`src/rtl/drv_sup_pkg.sv`:
```
package drv_sup_pkg;
  typedef enum logic [1:0] {
    ST_IDLE = 2'd0,
    ST_RUN  = 2'd1,
    ST_STOP = 2'd2,
    ST_TRIP = 2'd3
  } run_st_e;

  localparam int unsigned NUM_TRIPS = 2;
  localparam int unsigned TRIP_OC   = 0;
  localparam int unsigned TRIP_UV   = 1;
endpackage

```
`src/rtl/drv_trip_hold.sv`:
```
module drv_trip_hold #(
  parameter int unsigned HOLD_CYC = 64
) (
  input  logic clk_i,
  input  logic rst_ni,
  input  logic fault_i,
  output logic active_o
);
  localparam int unsigned CW = $clog2(HOLD_CYC + 1);

  logic [CW-1:0] cnt_q;

  // retriggers while the fault persists
  always_ff @(posedge clk_i or negedge rst_ni) begin
    if (!rst_ni)            cnt_q <= '0;
    else if (fault_i)       cnt_q <= CW'(HOLD_CYC);
    else if (cnt_q != '0)   cnt_q <= cnt_q - CW'(1);
  end

  assign active_o = (cnt_q != '0);
endmodule

```
`src/rtl/drv_run_fsm.sv`:
```
module drv_run_fsm
  import drv_sup_pkg::*;
(
  input  logic    clk_i,
  input  logic    rst_ni,
  input  logic    start_i,
  input  logic    stop_i,
  input  logic    ramp_low_i,
  input  logic    trip_i,
  input  logic    hold_i,
  output run_st_e state_o,
  output run_st_e state_d_o,
  output logic    accept_o
);
  run_st_e state_q, state_d;
  logic    start_ok;

  assign start_ok = start_i && !stop_i && !hold_i;

  always_comb begin
    state_d  = state_q;
    accept_o = 1'b0;
    if (trip_i) begin
      state_d = ST_TRIP;
    end else begin
      unique case (state_q)
        ST_IDLE, ST_TRIP: if (start_ok) begin
          state_d  = ST_RUN;
          accept_o = 1'b1;
        end
        ST_RUN: if (stop_i) state_d = ST_STOP;
        ST_STOP: begin
          if (start_ok)        state_d = ST_RUN;
          else if (ramp_low_i) state_d = ST_IDLE;
        end
        default: state_d = ST_IDLE;
      endcase
    end
  end

  always_ff @(posedge clk_i or negedge rst_ni) begin
    if (!rst_ni) state_q <= ST_IDLE;
    else         state_q <= state_d;
  end

  assign state_o   = state_q;
  assign state_d_o = state_d;
endmodule

```
`src/rtl/drv_gate_mask.sv`:
```
module drv_gate_mask
  import drv_sup_pkg::*;
(
  input  run_st_e state_i,
  input  logic    oc_hold_i,
  input  logic    uv_hold_i,
  output logic    run_o,
  output logic    ref_en_o,
  output logic    rect_gate_en_o,
  output logic    bridge_gate_en_o,
  output logic    comm_en_o,
  output logic    bridge_force_on_o
);
  logic running;

  assign running           = (state_i == ST_RUN) || (state_i == ST_STOP);
  assign run_o             = running;
  assign ref_en_o          = (state_i == ST_RUN);
  assign rect_gate_en_o    = running && !oc_hold_i && !uv_hold_i;
  assign bridge_gate_en_o  = running && !oc_hold_i && !uv_hold_i;
  assign comm_en_o         = running && !oc_hold_i;
  assign bridge_force_on_o = oc_hold_i;
endmodule

```
`src/rtl/drive_supervisor.sv`:
```
module drive_supervisor
  import drv_sup_pkg::*;
#(
  parameter int unsigned OC_HOLD_CYC = 64,
  parameter int unsigned UV_HOLD_CYC = 32
) (
  input  logic       clk_i,
  input  logic       rst_ni,
  input  logic       start_i,
  input  logic       stop_i,
  input  logic       ramp_low_i,
  input  logic       pk_oc_i,
  input  logic       avg_oc_i,
  input  logic       uv_i,
  output logic       run_o,
  output logic       ref_en_o,
  output logic       rect_gate_en_o,
  output logic       bridge_gate_en_o,
  output logic       comm_en_o,
  output logic       bridge_force_on_o,
  output logic       cur_lim_o,
  output logic [1:0] fault_o
);
  logic [NUM_TRIPS-1:0] trip_in, hold_act;
  logic                 trip_any, hold_any, accept;
  run_st_e              state_q, state_d;
  logic [NUM_TRIPS-1:0] fault_q;
  logic                 cur_lim_q;

  assign trip_in[TRIP_OC] = pk_oc_i;
  assign trip_in[TRIP_UV] = uv_i;
  assign trip_any         = |trip_in;
  assign hold_any         = |hold_act;

  drv_trip_hold #(.HOLD_CYC(OC_HOLD_CYC)) u_oc_hold (
    .clk_i, .rst_ni, .fault_i(trip_in[TRIP_OC]), .active_o(hold_act[TRIP_OC])
  );

  drv_trip_hold #(.HOLD_CYC(UV_HOLD_CYC)) u_uv_hold (
    .clk_i, .rst_ni, .fault_i(trip_in[TRIP_UV]), .active_o(hold_act[TRIP_UV])
  );

  drv_run_fsm u_fsm (
    .clk_i, .rst_ni,
    .start_i, .stop_i, .ramp_low_i,
    .trip_i(trip_any), .hold_i(hold_any),
    .state_o(state_q), .state_d_o(state_d), .accept_o(accept)
  );

  always_ff @(posedge clk_i or negedge rst_ni) begin
    if (!rst_ni)       fault_q <= '0;
    else if (trip_any) fault_q <= fault_q | trip_in;
    else if (accept)   fault_q <= '0;
  end

  always_ff @(posedge clk_i or negedge rst_ni) begin
    if (!rst_ni) cur_lim_q <= 1'b0;
    else         cur_lim_q <= avg_oc_i && ((state_d == ST_RUN) || (state_d == ST_STOP));
  end

  drv_gate_mask u_mask (
    .state_i(state_q),
    .oc_hold_i(hold_act[TRIP_OC]),
    .uv_hold_i(hold_act[TRIP_UV]),
    .run_o, .ref_en_o, .rect_gate_en_o, .bridge_gate_en_o,
    .comm_en_o, .bridge_force_on_o
  );

  assign cur_lim_o = cur_lim_q;
  assign fault_o   = fault_q;
endmodule

```
`config.mk`:
```
export PLATFORM = sky130hd
export DESIGN_NAME = drive_supervisor
export DESIGN_NICKNAME = d
export VERILOG_FILES = /design/src/rtl/drv_sup_pkg.sv /design/src/rtl/drv_trip_hold.sv /design/src/rtl/drv_run_fsm.sv /design/src/rtl/drv_gate_mask.sv /design/src/rtl/drive_supervisor.sv
export SDC_FILE = /design/constraint.sdc
export NUM_CORES = 1
export LEC_CHECK = 0
export ABC_AREA = 1
export BUFFER_PORTS_ARGS = -buffer_cell sky130_fd_sc_hd__buf_2
export CAP_MARGIN = 20
export CORE_UTILIZATION = 59
export CTS_CLUSTER_DIAMETER = 50
export DETAILED_ROUTE_END_ITERATION = 12
export PLACE_DENSITY = 0.83
export SLEW_MARGIN = 20
export SYNTH_ARGS = -nofsm -noshare
export SYNTH_HDL_FRONTEND = slang
export SYNTH_SLANG_ARGS = --single-unit
```
`constraint.sdc`:
```
create_clock -name clk_i -period 2.35 [get_ports clk_i]
set_input_delay 0.47 -clock clk_i [delete_from_list [all_inputs] [get_ports clk_i]]
set_output_delay 0.47 -clock clk_i [all_outputs]
set_load 0.02 [all_outputs]
```
==> impl_metrics.py <==
metrics = {
    "synth": {
        "synth_cell_type_count": 24,
        "synth_edf_count": 0,
        "synth_flop_cell": "dfrtp_1",
        "synth_seq_cells": 18,
        "yosysSeqAreaShare_pct": 41.52,
        "synth.avg_cell_area_sq_um": 8.542,
        "async_reset_ff_share_pct": 100.0,
        "netlist.area_leader.share_pct": 41.52,
        "postSynthCellCount": 127,
        "synth_area_leaders": "dfrtp_1 42%, inv_1 9.0%, ha_1 6.9%, nand2_1 6.6%, nor2_4 6.2%",
        "syn_nets": 141,
        "syn-cell-area_sq_mm": 0.001085,
        "synth_area_leader_cell": "dfrtp_1",
        "yosys_warnings": 0,
    },
    "floorplan": {
        "pin_count": 17,
        "floorplan.initialDensity_pct": 62.83,
        "core-area_sq_mm": 0.001727,
        "num_rows": 15,
        "die_y_um": 44.88,
        "die-area_sq_mm": 0.002014,
        "die_w_um": 44.88,
    },
    "timing": {
        "maxClockFrequency_ghz": 0.4642,
        "slew_headroom_pct": 73.12,
        "rsz0062_at_grt": "false",
        "finalHoldViolations": 0,
        "post-route-period-util_pct": 91.67,
        "setup_viol": 0,
        "worst_slew_pin_slew_ps": 403.3,
        "fin_crit_ps": 2154,
        "setup-tns-final_ps": 0,
        "drv_slew": 0,
        "fin_skew_ps": 7.738,
    },
    "finish": {
        "seq_area_sq_um": 450.4,
        "multi_input_area_sq_um": 529.3,
        "diodes": 0,
        "area_growth_pct": 12.92,
        "final_cell_area_sq_mm": 0.001225,
        "num-fill-cells": 154,
        "post-route-util_pct": 70.94,
        "final_nets": 161,
        "final_cells": 171,
        "final_layout_size_suffix_gt1_share_pct": 25.34,
    },
    "clocking": {
        "htreeDepth": 1,
        "clockRootBuffer": "clkbuf_4",
        "ctsResizeCount": 0,
        "cts_tree": "built",
        "hold_buffers": 0,
        "clk_pin_slew_ps": 110,
        "clock_latency_ps": 300,
        "cts_buffer_depth": 2,
        "cts_sinks": 18,
        "numCtsBuffers": 3,
        "postCtsSetupBuffers": 0,
    },
    "routing": {
        "vias_per_cell": 4.930,
        "drc": 0,
        "firstDrtPassIters": 3,
        "drtIter0Drc": 7,
        "ant_nets": 0,
        "vias": 843,
        "wirelength_um": 1944,
        "wl_per_cell_um": 11.37,
    },
    "power_and_ir_drop": {
        "peakVddDrop_mv": 0.6836,
        "p_per_area_mw_per_mm2": 872.7,
        "p_leak_nw": 0.6123,
    },
    "critical_path": {
        "endpoint_kind": "primary output",
        "worst-path-buf-inv": 3,
        "slowest_stage": "dfrtp_1",
        "critical_path_class": "reg2out",
        "crit_required_ps": 1880,
        "cp.arrival_ps": 1680,
        "startpoint_type": "register",
        "max_stage_delay_ps": 410,
        "cp_max_fo": 9,
        "path_common_cell": "inv_1",
        "path_cells": "inv_1 > ha_1 > inv_1 > nor2_4 > nand3_4 > nor3_1 > buf_2",
        "critPathTopFamily": "simple AND/OR/NAND/NOR gates",
    },
    "global_route": {
        "grt_overflow": 0,
        "grt_max_degree": 19,
        "grt_pass1_vias": 817,
        "track_usage_pct": 22.77,
        "antenna_found_initial": 0,
        "grt_first_pass_wirelength_um": 3236,
    },
    "run": {
        "cap_viol_max_count": 0,
    },
    "min_path": {
        "worstHoldPathType": "in2async",
    },
    "placement": {
        "port_buffers": 16,
        "placed_cells": 167,
        "finalWeightedCongestion": 0.8447,
        "dpl_cell_area_sq_mm": 0.001189,
        "post-dp-hpwl_um": 1597,
    },
    "run_status": {
        "status": "completed",
    },
}
==> routing by layer <==
metal	global-route usage, %	vias to the layer above	share of wire (%)
met3	2.400	6	1.6
met5	0	-	0
met4	12.12	0	2.4
met1	26.10	384	43
li1	-	442	-
met2	41.47	11	53
==> state kept, by name, indices dropped and copies added, names as in the netlist <==
signal / flops
u_oc_hold.cnt_q: 7
u_uv_hold.cnt_q: 6
fault_o: 2
u_fsm.state_o: 2
cur_lim_o: 1
==> cells in the mapped netlist (2+ instances only) <==
| cell | number |
|---|---|
| a211oi_1 | 3 |
| a21oi_1 | 8 |
| dfrtp_1 | 18 |
| ha_1 | 6 |
| inv_1 | 26 |
| nand2_1 | 19 |
| nand2_2 | 2 |
| nand3_1 | 3 |
| nand3_2 | 3 |
| nand4_1 | 2 |
| nor2_1 | 7 |
| nor2_2 | 3 |
| nor2_4 | 6 |
| nor3_1 | 3 |
| o21ai_0 | 7 |
| xor2_1 | 3 |
==> path summary, 6_finish.rpt <==
check	slack, ps	cells past startpoint	end	from
setup / recovery	200	7	rect_gate_en_o	u_oc_hold.cnt_q[0]
hold / removal	80	1	u_oc_hold.cnt_q[6]	rst_ni
setup reg to reg	720	10	cur_lim_o	u_fsm.state_o[0]
hold reg to reg	510	2	fault_o[0]	fault_o[0]
max in group asynchronous	1970	1	fault_o[0]	rst_ni
min in group clk_i	400	2	u_uv_hold.cnt_q[3]	uv_i
==> layout make-up <==
cell class | instances | share of cell area, %
Multi-Input combinational cell | 82 | 43.21
Timing Repair Buffer | 16 | 6.537
Clock buffer | 4 | 2.962
Inverter | 26 | 7.967
Tap cell | 25 | 2.554
Sequential cell | 18 | 36.77
==> metrics by stage <==
step,setup WS (ps),power [mW],hold WS [ps]
2_1_floorplan,127.5,0.8022,174.4
3_3_place_gp,565.6,0.8727,419.2
3_5_place_dp,518.7,0.8854,422.7
4_1_cts,178.7,1.080,88.99
5_1_grt,10.39,1.164,112.2
6_report,195.7,1.069,82.92
==> report_power, final <==
group | internal, mW | switching [mW] | total (mW)
registers | 0.386 | 0.0785 | 0.465
logic | 0.163 | 0.250 | 0.413
clock network | 0.0945 | 0.0963 | 0.191
==> layout by cell type, fill, tap and decap left out <==
cell / synthesis / routed
inv_1: 26 / 26
nand2_1: 19 / 19
dfrtp_1: 18 / 18
buf_2: 0 / 16
a21oi_1: 8 / 8
nor2_1: 7 / 7
o21ai_0: 7 / 7
nor2_4: 6 / 6
ha_1: 6 / 6
nor2_2: 3 / 3
nand3_2: 3 / 3
nor3_1: 3 / 3
a211oi_1: 3 / 3
xor2_1: 3 / 3
nand3_1: 3 / 3
clkbuf_4: 0 / 3
nand2_2: 2 / 2
nand4_1: 2 / 2
nand3_4: 1 / 1
or2_2: 1 / 1
a21oi_2: 1 / 1
o211ai_1: 1 / 1
o21ai_1: 1 / 1
xnor2_1: 1 / 1
nand3b_1: 1 / 1
clkbuf_8: 0 / 1
==> logic make-up after synthesis <==
logic type | count (synthesis) | synth area share, %
AOI/OAI and AO/OA | 21 | 10.96
xor gates and xnor gates | 4 | 3.230
adders and majority gates | 6 | 6.920
DFF | 18 | 41.52
buffers and inverters | 27 | 9.689
and+or+nand+nor | 51 | 27.68
Note: power is estimated with default switching activity, not from simulation.
